==> config.mk <==
export PLATFORM = sky130hd
export DESIGN_NAME = bus_err_stat
export DESIGN_NICKNAME = d
export VERILOG_FILES = /design/src/rtl/bus_err_pkg.sv /design/src/rtl/bus_err_rst_sync.sv /design/src/rtl/bus_err_status.sv /design/src/rtl/bus_err_enable.sv /design/src/rtl/bus_err_route.sv /design/src/rtl/bus_err_stat.sv
export SDC_FILE = /design/constraint.sdc
export NUM_CORES = 1
export LEC_CHECK = 0
export BUFFER_PORTS_ARGS = -buffer_cell sky130_fd_sc_hd__buf_4
export CORE_UTILIZATION = 31
export CTS_CLUSTER_DIAMETER = 120
export CTS_CLUSTER_SIZE = 10
export DETAILED_ROUTE_END_ITERATION = 6
export PLACE_DENSITY = 0.78
export SYNTH_ARGS = -nofsm -noshare
export SYNTH_HDL_FRONTEND = slang
export SYNTH_SLANG_ARGS = --single-unit
==> constraint.sdc <==
create_clock -name clk -period 1.6 [get_ports clk]
set_clock_uncertainty 0.15 [all_clocks]
set_input_delay 0.16 -clock clk [delete_from_list [all_inputs] [get_ports clk]]
set_output_delay 0.16 -clock clk [all_outputs]
set_load 0.03 [all_outputs]
==> src/rtl/bus_err_pkg.sv <==
package bus_err_pkg;
  localparam int DATA_W     = 32;
  localparam int STRB_W     = DATA_W / 8;
  localparam int ADDR_W     = 4;
  localparam int N_MASTERS  = 4;
  localparam int MID_W      = $clog2(N_MASTERS);
  localparam int EN_W       = 4;

  localparam logic [ADDR_W-1:0] STAT_ADDR = 4'd0;
  localparam logic [ADDR_W-1:0] ENAB_ADDR = 4'd1;

  localparam int TMO_BIT = 0;
  localparam int PAR_BIT = 1;
  localparam int OVF_BIT = 7;

  typedef struct packed {
    logic ovf;
    logic par;
    logic tmo;
  } stat_t;

  typedef struct packed {
    logic par_irq;
    logic par_mc;
    logic tmo_irq;
    logic tmo_mc;
  } enab_t;
endpackage

==> src/rtl/bus_err_rst_sync.sv <==
module bus_err_rst_sync #(
  parameter int STAGES = 2
) (
  input  logic clk,
  input  logic rst_n,
  output logic rst_sync_n
);
  logic [STAGES-1:0] sync_q;
  logic [STAGES-1:0] sync_d;

  always_comb begin
    sync_d = {sync_q[STAGES-2:0], 1'b1};
  end

  always_ff @(posedge clk or negedge rst_n) begin
    if (!rst_n) sync_q <= '0;
    else        sync_q <= sync_d;
  end

  assign rst_sync_n = sync_q[STAGES-1];
endmodule

==> src/rtl/bus_err_status.sv <==
module bus_err_status
  import bus_err_pkg::*;
(
  input  logic  clk,
  input  logic  rst_n,
  input  logic  tmo_evt_i,
  input  logic  par_evt_i,
  input  stat_t clr_i,
  output stat_t stat_o
);
  stat_t stat_q, stat_d;
  logic  any_evt, any_held, upd_en;

  always_comb begin
    any_evt    = tmo_evt_i | par_evt_i;
    any_held   = |stat_q;
    upd_en     = any_evt | (|clr_i);
    stat_d.tmo = (stat_q.tmo & ~clr_i.tmo) | tmo_evt_i;
    stat_d.par = (stat_q.par & ~clr_i.par) | par_evt_i;
    stat_d.ovf = (stat_q.ovf & ~clr_i.ovf) | (any_evt & any_held);
  end

  always_ff @(posedge clk or negedge rst_n) begin
    if (!rst_n)      stat_q <= '0;
    else if (upd_en) stat_q <= stat_d;
  end

  assign stat_o = stat_q;

  AST_TMO_STICKY: assert property (@(posedge clk) disable iff (!rst_n)
    tmo_evt_i |=> stat_o.tmo);
  AST_PAR_STICKY: assert property (@(posedge clk) disable iff (!rst_n)
    par_evt_i |=> stat_o.par);
  AST_OVF_RAISE: assert property (@(posedge clk) disable iff (!rst_n)
    ((tmo_evt_i || par_evt_i) && stat_o != '0) |=> stat_o.ovf);
  AST_OVF_QUIET: assert property (@(posedge clk) disable iff (!rst_n)
    (stat_o == '0 && clr_i == '0) |=> !stat_o.ovf);
  AST_HOLD_IDLE: assert property (@(posedge clk) disable iff (!rst_n)
    (!tmo_evt_i && !par_evt_i && clr_i == '0) |=> $stable(stat_o));
  AST_SET_WINS: assert property (@(posedge clk) disable iff (!rst_n)
    (tmo_evt_i && clr_i.tmo) |=> stat_o.tmo);
endmodule

==> src/rtl/bus_err_enable.sv <==
module bus_err_enable
  import bus_err_pkg::*;
(
  input  logic            clk,
  input  logic            rst_n,
  input  logic            wr_i,
  input  logic [EN_W-1:0] wdata_i,
  output enab_t           en_o
);
  enab_t en_q, en_d;

  always_comb begin
    en_d = enab_t'(wdata_i);
  end

  always_ff @(posedge clk or negedge rst_n) begin
    if (!rst_n)    en_q <= '0;
    else if (wr_i) en_q <= en_d;
  end

  assign en_o = en_q;

  AST_EN_LOAD: assert property (@(posedge clk) disable iff (!rst_n)
    wr_i |=> en_o == $past(wdata_i));
  AST_EN_KEEP: assert property (@(posedge clk) disable iff (!rst_n)
    !wr_i |=> $stable(en_o));
endmodule

==> src/rtl/bus_err_route.sv <==
module bus_err_route
  import bus_err_pkg::*;
(
  input  stat_t                 stat_i,
  input  enab_t                 en_i,
  input  logic [MID_W-1:0]      mid_i,
  output logic [N_MASTERS-1:0]  mchk_o,
  output logic                  irq_o
);
  logic mc_any;

  always_comb begin
    mc_any = (stat_i.tmo & en_i.tmo_mc) | (stat_i.par & en_i.par_mc);
    irq_o  = (stat_i.tmo & en_i.tmo_irq) | (stat_i.par & en_i.par_irq);
  end

  for (genvar m = 0; m < N_MASTERS; m++) begin : g_master
    assign mchk_o[m] = mc_any & (mid_i == MID_W'(m));
  end
endmodule

==> src/rtl/bus_err_stat.sv <==
module bus_err_stat
  import bus_err_pkg::*;
(
  input  logic                 clk,
  input  logic                 rst_n,
  input  logic [ADDR_W-1:0]    addr_i,
  input  logic [DATA_W-1:0]    wdata_i,
  input  logic [STRB_W-1:0]    wstrb_i,
  output logic [DATA_W-1:0]    rdata_o,
  input  logic                 tmo_evt_i,
  input  logic                 par_evt_i,
  input  logic [MID_W-1:0]     mid_i,
  output logic [N_MASTERS-1:0] mchk_o,
  output logic                 irq_o
);
  logic  rst_s_n;
  logic  wr_lane0, wr_stat, wr_enab;
  stat_t clr_mask, stat;
  enab_t enab;

  bus_err_rst_sync #(.STAGES(2)) u_rst (
    .clk        (clk),
    .rst_n      (rst_n),
    .rst_sync_n (rst_s_n)
  );

  always_comb begin
    wr_lane0     = wstrb_i[0];
    wr_stat      = wr_lane0 && (addr_i == STAT_ADDR);
    wr_enab      = wr_lane0 && (addr_i == ENAB_ADDR);
    clr_mask.tmo = wr_stat & wdata_i[TMO_BIT];
    clr_mask.par = wr_stat & wdata_i[PAR_BIT];
    clr_mask.ovf = wr_stat & wdata_i[OVF_BIT];
  end

  bus_err_status u_status (
    .clk       (clk),
    .rst_n     (rst_s_n),
    .tmo_evt_i (tmo_evt_i),
    .par_evt_i (par_evt_i),
    .clr_i     (clr_mask),
    .stat_o    (stat)
  );

  bus_err_enable u_enable (
    .clk     (clk),
    .rst_n   (rst_s_n),
    .wr_i    (wr_enab),
    .wdata_i (wdata_i[EN_W-1:0]),
    .en_o    (enab)
  );

  bus_err_route u_route (
    .stat_i (stat),
    .en_i   (enab),
    .mid_i  (mid_i),
    .mchk_o (mchk_o),
    .irq_o  (irq_o)
  );

  always_comb begin
    rdata_o = '0;
    if (addr_i == STAT_ADDR) begin
      rdata_o[TMO_BIT] = stat.tmo;
      rdata_o[PAR_BIT] = stat.par;
      rdata_o[OVF_BIT] = stat.ovf;
    end else if (addr_i == ENAB_ADDR) begin
      rdata_o[EN_W-1:0] = enab;
    end
  end

  AST_MCHK_ONEHOT: assert property (@(posedge clk) disable iff (!rst_s_n)
    $onehot0(mchk_o));
  AST_MCHK_TARGET: assert property (@(posedge clk) disable iff (!rst_s_n)
    (mchk_o != '0) |-> mchk_o[mid_i]);
  AST_QUIET_NO_EN: assert property (@(posedge clk) disable iff (!rst_s_n)
    (enab == '0) |-> (!irq_o && mchk_o == '0));
  AST_RESET_QUIET: assert property (@(posedge clk)
    !rst_s_n |-> (stat == '0 && enab == '0));
endmodule

==> results of run 1 <==
## power by group
part | leakage, nW | internal [mW] | total [mW] | switching, mW
Clock | 0.0150 | 0.0957 | 0.169 | 0.0731
Sequential | 0.0988 | 0.255 | 0.273 | 0.0181
Combinational | 0.345 | 0.110 | 0.293 | 0.183
## cells in the mapped netlist
library cell and number:
a21o_1 2, a22o_1 1, a22oi_1 1, and2_1 1, and3_2 2, and3b_1 1, buf_4 27, conb_1 2
dfrtp_1 9, mux2_1 4, mux2i_1 2, nand3_1 3, nand3_2 1, nor2_1 1, nor2b_1 2, nor3_1 2
nor3_2 1, nor3b_1 2, nor4_2 1, o2bb2ai_1 1
## per-layer routing
| layer | vias up | part of all wire, % |
|---|---|---|
| li1 | 247 | - |
| met1 | 231 | 40 |
| met2 | 36 | 51 |
| met3 | 0 | 9.3 |
| met4 | 0 | 0 |
| met5 | - | 0 |
## worst min-delay path by stage
stage                    start                              to  slack [ps]  cells past startpoint
detailed placement       rst_n       u_rst.sync_q[0]$_DFF_PN0_        -200                      1
global placement         rst_n       u_rst.sync_q[0]$_DFF_PN0_        -210                      1
CTS                      rst_n       u_rst.sync_q[0]$_DFF_PN0_          60                      2
floorplan                rst_n       u_rst.sync_q[0]$_DFF_PN0_        -290                      0
global route        wdata_i[7]  u_status.stat_o[2]$_DFFE_PN0P_          60                      3
finish              wdata_i[7]  u_status.stat_o[2]$_DFFE_PN0P_          70                      3
## logic make-up after synthesis
kind of cell	Yosys count
buffers and inverters	27
DFF	9
muxes	6
and+or+nand+nor	17
other	2
AOI/OAI and AO/OA	5
## cell usage in the layout, fill, tap and decap left out, drive strengths merged
cell type,synthesis,final
and3b,1,1
nor3,3,3
conb,2,28
a21o,2,2
and3,2,2
dfrtp,9,9
nor2,1,1
dlygate4sd3,0,8
nor2b,2,2
nand3,4,4
buf,27,28
o2bb2ai,1,1
mux2,4,4
mux2i,2,2
nor3b,2,2
clkbuf,0,4
nor4,1,1
a22oi,1,1
and2,1,1
a22o,1,1
## worst max-delay path, cell delays in order (launching register included)
cell     delay, ps
dfrtp_1        390
a22oi_2        250
and3b_1        220
buf_6          130
## through the flow
step / utilization (%) / cell area, um^2 / cells / hold WS (ps) / setup TNS, ps
3_5_place_dp: 39.1 / 776 / 117 / -205 / 0
2_1_floorplan: - / 757 / 92 / -286 / 0
3_3_place_gp: 39.1 / 776 / 117 / -206 / 0
4_1_cts: 45.9 / 910 / 132 / 64.0 / 0
6_report: 46.1 / 913 / 132 / 69.9 / 0
5_1_grt: 46.1 / 913 / 132 / 61.6 / -38.0
## flip-flops by register name (all words and copies together) (netlist names)
| register | cells |
|---|---|
| u_enable.en_o | 4 |
| u_rst.sync_q | 2 |
| u_status.stat_o | 3 |
## repair_timing
item                                   4_1_cts  5_1_grt
gates resized for setup                      1        1
endpoints found under the hold margin       15        0
setup endpoints to repair                    4        1
pin swaps                                    1        0
hold buffers                                 8        0
buffers inserted                             3        0
## layout make-up
class,count,area [um^2]
fillers,200,1070
multi-input cells,56,334
repair buffers,36,294
flip-flops and latches,9,225
well taps,27,33.8
clock buffers,4,26.3
==> summary.md, run 1 <==
| Metric | Value |
|---|---|
| Vias per inst | 3.89 |
| Share of cells above drive strength 1 | 35.2% |
| Final #Nets | 152 |
| Global Route Usage Sum | 10.4% |
| Startpoint Class | flip-flop |
| CTS Buf Count | 3 |
| GR Util met2 | 17.6% |
| Setup WS post-layout | 40.6 ps |
| Synth-to-Final Area Change | 38.5% |
| First-pass GRT wire length | 1.64 mm |
| Maxcap violations | 0 |
| Critical path type | flip-flop to primary output |
| Port Buffers | 25 |
| Maximum root-to-sink buffer count | 2 |
| Crit. Startpoint | u_enable.en_o[0]$_DFFE_PN0P_ |
| Synth area leaders | dfrtp_1 34%, buf_4 31%, mux2_1 6.8%, mux2i_1 3.0%, nand3_1 2.3% |
| Mapped Cells | 66 |
| Register area share after synthesis | 34.2% |
| Final Hold Viols | 0 |
| Ant. Diodes | 0 |
| CP Capture Type | primary output |
| Largest family of logic cells by synthesized area | buffers and inverters |
| Post-synthesis simple-gate area fraction | 18.0% |
| Initial antenna violation count | 0 |
| CP arrival | 1250 ps |
| CP required | 1290 ps |
| Routed Antenna Nets | 0 |
| Wire per inst | 8.27 um |
| Crit path time final | 1560 ps |
| Cell taking the most area after synthesis | dfrtp_1 |
| Place WS | 158 ps |
| Avg Inst Size Synth | 9.99 um^2 |
| Worst R2R End | u_enable.en_o[0]$_DFFE_PN0P_ |
| FMAX | 641 MHz |
| Die H | 48.1 um |
| Hold Crit Class | input pin to flip-flop |
| Pre-antenna DRT Iters | 2 |
| Max-slew violation count | 0 |
| Synth Warn # | 0 |
| Post-synthesis compound-gate area fraction | 6.07% |
| Synthesized area | 659 um^2 |
| RSZ-0062 raised after global routing | yes |
| Detailed placer's ending HPWL | 935 um |
| GPL Wtd Cong | 0.701 |
| Setup slack, reg-to-reg | 520 ps |
| VDD IR max | 0.568 mV |
| Pwr/cell area | 805 nW/um^2 |
| Largest net degree at the start of global routing | 8 |
| LEAKAGE | 0.459 nW |
| Die W | 48.1 um |
| Clock sinks | 9 |
| Vias | 514 |
| Tcrit/Tclk final | 97.5% |
| Drc violations | 0 |
| Vias in the first global route | 409 |
| CTS H-tree lvls | 1 |
| Adder-Cell Fraction of Synth Area | 0% |
| Synth cell types | 20 |
| Top cell type's share of synthesized area | 34.2% |
| Worst-path fanout max | 4 |
| I/O Pins | 83 |
| Post-synthesis mux area share | 9.87% |
| Total Power | 0.735 mW |
| Die area | 2320 um^2 |
| FP Rows | 16 |
| Initial core utilization | 33.3% |
| Clock root cell | clkbuf_4 |
| Final setup vio count | 0 |
| CORE AREA | 1980 um^2 |
| Met3 Use GR | 4.81% |
| Status | finished clean |
| Routed WL | 1.09 mm |
| Worst setup path endpoint | mchk_o[3] |
| Most crowded layer after global routing | met2 |
| CTS tree | done |
| Global routing met1 resource utilization | 11.6% |
| Synthesized flop and latch total | 9 |
| R2R depth | 2 |
| Synth Area in XOR/XNOR | 0% |
| Worst-skew pair later-pin latency | 250 ps |
| DRT iter0 DRCs | 2 |
| Clock-pin slew on the worst setup and hold paths | 60 ps |
| Grt ovf | 0 |
| Worst r2r src | u_enable.en_o[0]$_DFFE_PN0P_ |
Power figures use the tool's default switching activity.
==> inputs of run 2 (changes only) <==
--- a/config.mk
+++ b/config.mk
@@ -6,11 +6,12 @@
 export NUM_CORES = 1
 export LEC_CHECK = 0
 export BUFFER_PORTS_ARGS = -buffer_cell sky130_fd_sc_hd__buf_4
-export CORE_UTILIZATION = 31
+export CORE_UTILIZATION = 32
 export CTS_CLUSTER_DIAMETER = 120
 export CTS_CLUSTER_SIZE = 10
 export DETAILED_ROUTE_END_ITERATION = 6
-export PLACE_DENSITY = 0.78
+export PLACE_DENSITY = 0.79
 export SYNTH_ARGS = -nofsm -noshare
 export SYNTH_HDL_FRONTEND = slang
+export SYNTH_HIERARCHICAL = 1
 export SYNTH_SLANG_ARGS = --single-unit
==> run 2 against run 1 <==
Compared with the run above:
- sequential share of layout area fell by 0.20 points
- clock power about the same
- non-clock buffer count decreased by 3
- clock-buffer cell count stayed put
- hold slack better by 1.8 ps
- global-route usage up 0.16 points
- sequential cell count unchanged
- die area is 0.52% higher
- routed wire length increased by 8.4%
- combinational power barely moved
- critical path type unchanged
- largest power group unchanged
- highest routed layer unchanged
==> summary.md, run 2 <==
| Metric | Value |
|---|---|
| Tcrit/Tclk final | 95.2% (was 97.5%) |
| Top cell type's share of synthesized area | 32.9% (was 34.2%) |
| Synthesized area | 684 um^2 (was 659 um^2) |
| Setup slack, reg-to-reg | 560 ps (was 520 ps) |
| Grt ovf | 0 (unchanged) |
| Synth cell count leaders | 27 x buf_4, 9 x dfrtp_1, 4 x and2_1, 4 x mux2_2 (was 27 x buf_4, 9 x dfrtp_1, 4 x mux2_1) |
| Maxcap violations | 0 (unchanged) |
| Critical path type | flip-flop to primary output (unchanged) |
| Die H | 48.2 um (was 48.1 um) |
| FMAX | 657 MHz (was 641 MHz) |
| CP arrival | 1210 ps (was 1250 ps) |
| Status | finished clean (unchanged) |
| Clock sinks | 9 (unchanged) |
| Startpoint Class | flip-flop (unchanged) |
| FP Rows | 16 (unchanged) |
| Final setup vio count | 0 (unchanged) |
| Prevailing post-synth register cell | dfrtp_1 (unchanged) |
| Global Route Usage Sum | 10.6% (was 10.4%) |
| Wire per inst | 8.90 um (was 8.27 um) |
| Drc violations | 0 (unchanged) |
| Crit. Startpoint | u_status/stat_o[0]$_DFFE_PN0P_ (was u_enable.en_o[0]$_DFFE_PN0P_) |
| Worst-skew pair later-pin latency | 250 ps (about the same) |
| Routed WL | 1.18 mm (was 1.09 mm) |
| I/O Pins | 83 (unchanged) |
| Clock-pin slew on the worst setup and hold paths | 60 ps (about the same) |
| Vias in the first global route | 423 (was 409) |
| Max-slew violation count | 0 (unchanged) |
| Mapped Cells | 70 (was 66) |
| Vias | 530 (was 514) |
| LEAKAGE | 0.463 nW (was 0.459 nW) |
| Register area share after synthesis | 32.9% (was 34.2%) |
| Asr flop ratio synth | 100% (unchanged) |
| Routed Antenna Nets | 0 (unchanged) |
| Ant. Diodes | 0 (unchanged) |
| CP Capture Type | primary output (unchanged) |
| Final Hold Viols | 0 (unchanged) |
| First-pass GRT wire length | 1.65 mm (was 1.64 mm) |
| CTS H-tree lvls | 1 (unchanged) |
| Crit path time final | 1520 ps (was 1560 ps) |
| GPL Wtd Cong | 0.741 (was 0.701) |
| Synth area leaders | dfrtp_1 33%, buf_4 30%, mux2_2 6.6%, a22oi_2 3.7%, and2_1 3.7% (was dfrtp_1 34%, buf_4 31%, mux2_1 6.8%, mux2i_1 3.0%, nand3_1 2.3%) |
| CP required | 1290 ps (about the same) |
| Synthesized flop and latch total | 9 (unchanged) |
| VDD IR max | 0.413 mV (was 0.568 mV) |
| Initial core utilization | 34.5% (was 33.3%) |
| Setup_tns | 0 ps (unchanged) |
| R2R depth | 1 (was 2) |
| Synth cell types | 20 (unchanged) |
| DRT iter0 DRCs | 5 (was 2) |
| Clock root cell | clkbuf_4 (unchanged) |
| Most numerous cell in the Yosys netlist | buf_4 (unchanged) |
| Pwr/cell area | 797 nW/um^2 (was 805 nW/um^2) |
| Area after DPL | 813 um^2 (was 776 um^2) |
| Final #Nets | 153 (was 152) |
| Max reg flops | 4 (unchanged) |
| Detailed placer's ending HPWL | 978 um (was 935 um) |
| Worst-path fanout max | 5 (was 4) |
| Pre-antenna DRT Iters | 2 (unchanged) |
| CTS tree | done (unchanged) |
| Synth-to-Final Area Change | 35.3% (was 38.5%) |
| Most common cell after layout, fill and taps aside | conb_1 (unchanged) |
| Maximum root-to-sink buffer count | 2 (unchanged) |
| Synth Warn # | 6 (was 0) |
| Most frequent cells in the layout | 28 x conb_1, 25 x buf_4, 8 x dlygate4sd3_1, 8 x dfrtp_1 (was 28 x conb_1, 27 x buf_4, 9 x dfrtp_1, 8 x dlygate4sd3_1, 4 x mux2_1) |
| Worst R2R End | u_status/stat_o[1]$_DFFE_PN0P_ (was u_enable.en_o[0]$_DFFE_PN0P_) |
| RSZ-0062 raised after global routing | no (was yes) |
| Worst r2r src | u_rst/sync_q[1]$_DFF_PN0_ (was u_enable.en_o[0]$_DFFE_PN0P_) |
| Post-synth EDFFs | 0 (unchanged) |
| Hold Crit Class | input pin to asynchronous set/reset pin (was input pin to flip-flop) |
| Avg Inst Size Synth | 9.78 um^2 (was 9.99 um^2) |
| Vias per inst | 3.98 (was 3.89) |
| CTS Buf Count | 3 (unchanged) |
| Final instance area | 926 um^2 (was 913 um^2) |
| Worst setup path endpoint | mchk_o[2] (was mchk_o[3]) |
| Port Buffers | 25 (unchanged) |
| Share of cells above drive strength 1 | 39.6% (was 35.2%) |
| CORE AREA | 1980 um^2 (unchanged) |
| Die W | 48.2 um (was 48.1 um) |
| Cell taking the most area after synthesis | dfrtp_1 (unchanged) |
| Initial antenna violation count | 0 (unchanged) |
| Largest net degree at the start of global routing | 8 (unchanged) |
| Die area | 2330 um^2 (was 2320 um^2) |
## run 2: cell count changes after synthesis, moves of 3 or more
cell / change
and3_1: +3
and2_1: +3
mux2_1: -4
nand3_1: -3
mux2_2: +4
inv_1: +3
## run 2: cell type report
cell class                      count  area (um^2)
Fill cell                         192         1060
Sequential cell                     9          226
Timing Repair Buffer               33          268
Tap cell                           27         33.8
Multi-Input combinational cell     57          360
Clock buffer                        4         26.3
Inverter                            3         11.3
## run 2: cells by family (layout without fill, tap and decap cells)
family / Yosys count / count (layout) / synth area share, %
AO/OA/AOI/OAI: 6 / 6 / 8.41
buffers and inverters: 30 / 40 / 31.3
flip-flops: 9 / 9 / 32.9
multiplexers: 6 / 6 / 9.51
other: 2 / 28 / 1.10
AND/OR/NAND/NOR: 17 / 17 / 16.8
## run 2: how the worst min path moves through the flow
stage / start / depth (start not counted) / endpoint
floorplan: rst_n / 0 / u_rst/sync_q[0]$_DFF_PN0_
global placement: rst_n / 1 / u_rst/sync_q[0]$_DFF_PN0_
detailed placement: rst_n / 1 / u_rst/sync_q[0]$_DFF_PN0_
CTS: wdata_i[0] / 2 / u_enable/en_o[0]$_DFFE_PN0P_
global route: rst_n / 2 / u_rst/sync_q[0]$_DFF_PN0_
finish: rst_n / 2 / u_rst/sync_q[0]$_DFF_PN0_
## run 2: power breakdown
part	switching (mW)	internal, mW	leakage, nW
registers	0.0204	0.255	0.0985
logic	0.187	0.109	0.350
clock network	0.0715	0.0956	0.0150
## run 2: through the flow
stage	hold WS (ps)	power [mW]	setup WS, ps	instances	util [%]
2_1_floorplan	-286	0.522	49.1	96	-
4_1_cts	3.44	0.740	67.6	131	45.4
5_1_grt	53.9	0.799	3.18	133	46.7
3_5_place_dp	-206	0.558	28.2	121	41.0
6_report	71.7	0.738	77.4	133	46.7
3_3_place_gp	-206	0.551	77.8	121	41.0
## run 2: what timing repair did
item | in CTS | in global routing
buffers inserted | 0 | 0
hold buffers | 6 | 2
hold endpoints to repair | 13 | 2
endpoints found under the setup margin | 0 | 1
gates resized for setup | 0 | 2
## run 2: metal layers
metal	vias to the layer above	part of all wire, %	track usage (%)
met2	31	53	19.7
met5	-	0	0
met4	0	0	5.00
met3	0	8.0	3.33
met1	246	39	10.4
li1	253	-	-
## run 2: critical path: stages (launching register included)
cell and delay (ps):
dfrtp_1 430, a22oi_2 270, nor3b_1 90, buf_4 170
==> inputs of run 3 (changes only) <==
--- a/config.mk
+++ b/config.mk
@@ -5,12 +5,14 @@
 export SDC_FILE = /design/constraint.sdc
 export NUM_CORES = 1
 export LEC_CHECK = 0
+export ABC_AREA = 1
 export BUFFER_PORTS_ARGS = -buffer_cell sky130_fd_sc_hd__buf_4
-export CORE_UTILIZATION = 32
+export CORE_UTILIZATION = 33
 export CTS_CLUSTER_DIAMETER = 120
 export CTS_CLUSTER_SIZE = 10
 export DETAILED_ROUTE_END_ITERATION = 6
 export PLACE_DENSITY = 0.79
+export SLEW_MARGIN = 20
 export SYNTH_ARGS = -nofsm -noshare
 export SYNTH_HDL_FRONTEND = slang
 export SYNTH_HIERARCHICAL = 1
==> run 3 against run 2 <==
Compared with the run above:
- largest power group unchanged
- non-clock buffer count did not move
- largest cell class unchanged
- routed wire length rose by 14%
- die area rose by 2.0%
- global-route usage rose by 0.76 points
==> summary.md, run 3 <==
| Metric | Value |
|---|---|
| I/O Pins | 83 (unchanged) |
| Sequential Power Share | 37.2% (was 37.3%) |
| CORE AREA | 2000 um^2 (was 1980 um^2) |
| Vias in the first global route | 556 (was 423) |
| CP required | 1290 ps (about the same) |
| Synth cell types | 15 (was 20) |
| CTS Buf Count | 3 (unchanged) |
| Die area | 2370 um^2 (was 2330 um^2) |
| Place WS | 239 ps (was 28.2 ps) |
| RSZ-0062 raised after global routing | no (unchanged) |
| Clock sinks | 9 (unchanged) |
| Net load switching power | 0.294 mW (was 0.278 mW) |
| CP arrival | 1160 ps (was 1210 ps) |
| Final hold slack | 64.7 ps (was 71.7 ps) |
| Crit. Startpoint | u_status/stat_o[1]$_DFFE_PN0P_ (was u_status/stat_o[0]$_DFFE_PN0P_) |
| Switching Share | 40.5% (was 37.7%) |
| Synth-to-Final Area Change | 31.1% (was 35.3%) |
| Status | finished clean (unchanged) |
| Met3 Use GR | 1.26% (was 3.33%) |
| Global Route Usage Sum | 11.3% (was 10.6%) |
| Port Buffers | 25 (unchanged) |
| Drc violations | 0 (unchanged) |
| FP Rows | 16 (unchanged) |
| Max-slew violation count | 0 (unchanged) |
| Fill count | 214 (was 192) |
| Worst-skew pair later-pin latency | 260 ps (was 250 ps) |
| Pwr/cell area | 768 nW/um^2 (was 797 nW/um^2) |
| Prevailing post-synth register cell | dfrtp_1 (unchanged) |
| Worst-path fanout max | 5 (unchanged) |
| Largest net degree at the start of global routing | 8 (unchanged) |
| Grt ovf | 0 (unchanged) |
| Hold Crit Class | input pin to asynchronous set/reset pin (unchanged) |
| DRT iter0 DRCs | 6 (was 5) |
| Die H | 48.7 um (was 48.2 um) |
| Initial core utilization | 36.0% (was 34.5%) |
| Most crowded layer after global routing | met2 (unchanged) |
| First-pass GRT wire length | 2.15 mm (was 1.65 mm) |
| CP Capture Type | primary output (unchanged) |
| Combinational share of power | 38.9% (was 40.0%) |
| Most frequent cells in the layout | 28 x nand2_1, 28 x conb_1, 25 x buf_4, 14 x inv_1, 9 x dfrtp_1 (was 28 x conb_1, 25 x buf_4, 8 x dlygate4sd3_1, 8 x dfrtp_1) |
| Maximum root-to-sink buffer count | 2 (unchanged) |
| Startpoint Class | flip-flop (unchanged) |
| Share of cells above drive strength 1 | 25.7% (was 39.6%) |
| GR Util met2 | 24.1% (was 19.7%) |
| Setup WS post-layout | 135 ps (was 77.4 ps) |
| Crit path time final | 1470 ps (was 1520 ps) |
| Ant. Diodes | 0 (unchanged) |
| Synth cell count leaders | 28 x nand2_1, 27 x buf_4, 14 x inv_1 (was 27 x buf_4, 9 x dfrtp_1, 4 x and2_1, 4 x mux2_2) |
| Synthesized flop and latch total | 9 (unchanged) |
| Cell taking the most area after synthesis | dfrtp_1 (unchanged) |
| Global routing met1 resource utilization | 11.1% (was 10.4%) |
| Clock power frac | 23.9% (was 22.7%) |
| Cell internal pwr | 0.431 mW (was 0.459 mW) |
| Top cell type's share of synthesized area | 31.3% (was 32.9%) |
| Mapped Cells | 104 (was 70) |
| FMAX | 682 MHz (was 657 MHz) |
| Maxcap violations | 0 (unchanged) |
| Pre-antenna DRT Iters | 4 (was 2) |
| Tcrit/Tclk final | 91.6% (was 95.2%) |
| Synthesized area | 721 um^2 (was 684 um^2) |
| Setup_tns | 0 ps (unchanged) |
| Detailed placer's ending HPWL | 1.07 mm (was 978 um) |
| Register area share after synthesis | 31.3% (was 32.9%) |
| Max reg flops | 4 (unchanged) |
| LEAKAGE | 0.564 nW (was 0.463 nW) |
| Synth area leaders | dfrtp_1 31%, buf_4 28%, nand2_1 15%, inv_1 7.3%, nor2_1 3.6% (was dfrtp_1 33%, buf_4 30%, mux2_2 6.6%, a22oi_2 3.7%, and2_1 3.7%) |
| Routed Antenna Nets | 0 (unchanged) |
| Initial antenna violation count | 0 (unchanged) |
| Die W | 48.7 um (was 48.2 um) |
| CTS H-tree lvls | 1 (unchanged) |
| GPL Wtd Cong | 0.777 (was 0.741) |
| Worst r2r src | u_rst/sync_q[1]$_DFF_PN0_ (unchanged) |
| Synth Warn # | 6 (unchanged) |
| Clock-pin slew on the worst setup and hold paths | 70 ps (was 60 ps) |
| Clock root cell | clkbuf_4 (unchanged) |
| Final #Nets | 187 (was 153) |
| Vias per inst | 3.83 (was 3.98) |
| Post-synth EDFFs | 0 (unchanged) |
| Final setup vio count | 0 (unchanged) |
| Post-CTS Setup Inserts | 0 (unchanged) |
| Routed WL | 1.35 mm (was 1.18 mm) |
| Critical path type | flip-flop to primary output (unchanged) |
| Vias | 639 (was 530) |
| Avg Inst Size Synth | 6.93 um^2 (was 9.78 um^2) |
| Final Hold Viols | 0 (unchanged) |
| Most numerous cell in the Yosys netlist | nand2_1 (was buf_4) |
| VDD IR max | 0.529 mV (was 0.413 mV) |
| Asr flop ratio synth | 100% (unchanged) |
| CTS tree | done (unchanged) |
| Wire per inst | 8.08 um (was 8.90 um) |
==> run 3: metal layers <==
metal  wire length (um)  share of wire [%]  up-vias
li1                   -                  -      324
met2                783                 58       36
met5                  0                  0        -
met4                  0                  0        0
met3                 82                6.1        0
met1                484                 36      279
==> run 3: area by class of cell <==
cell class / count / area [um^2] / area share (%)
clock inverters: 1 / 5.00 / 0.530
repair buffers: 33 / 268 / 28.3
multi-input cells: 79 / 334 / 35.4
well taps: 27 / 33.8 / 3.58
flip-flops and latches: 9 / 225 / 23.8
clock buffers: 3 / 22.5 / 2.38
inverters: 15 / 56.3 / 5.96
==> run 3: kinds of logic after synthesis <==
kind of cell,count (synthesis),synth area share [%]
simple gates,45,27.6
buf+inv,42,35.9
flops,9,31.3
compound gates,6,4.17
other cells,2,1.04
==> run 3: final timing paths <==
check	end	slack, ps	cells past startpoint
setup / recovery	mchk_o[2]	130	3
hold / removal	u_rst/sync_q[0]$_DFF_PN0_	60	2
setup reg to reg	u_status/stat_o[2]$_DFFE_PN0P_	540	1
hold reg to reg	u_rst/sync_q[1]$_DFF_PN0_	210	0
max in group asynchronous	u_status/stat_o[2]$_DFFE_PN0P_	540	1
min in group clk	u_status/stat_o[2]$_DFFE_PN0P_	100	6
==> run 3: power groups by stage <==
stage | clock network [mW] | registers [mW] | logic, mW
6_report | 0.173 | 0.270 | 0.282
5_1_grt | 0.188 | 0.273 | 0.305
4_1_cts | 0.178 | 0.270 | 0.282
3_5_place_dp | 0 | 0.277 | 0.263
3_3_place_gp | 0 | 0.276 | 0.259
2_1_floorplan | 0 | 0.272 | 0.241
==> run 3: what timing repair did <==
action,4_1_cts,5_1_grt
hold buffers,8,0
gates resized for setup,0,0
hold endpoints to repair,15,0
==> run 3: worst max-delay path, stage by stage (launching register included) <==
cell and delay, ps:
dfrtp_1 430, nand2_1 140, a21oi_1 150, buf_4 170
==> run 3: metrics by stage <==
step	cell area, um^2	total power [mW]	util, %	instances
6_report	945	0.725	47.2	167
5_1_grt	945	0.765	47.2	167
4_1_cts	945	0.731	47.2	167
3_5_place_dp	837	0.541	41.8	155
3_3_place_gp	837	0.535	41.8	155
2_1_floorplan	818	0.513	-	130
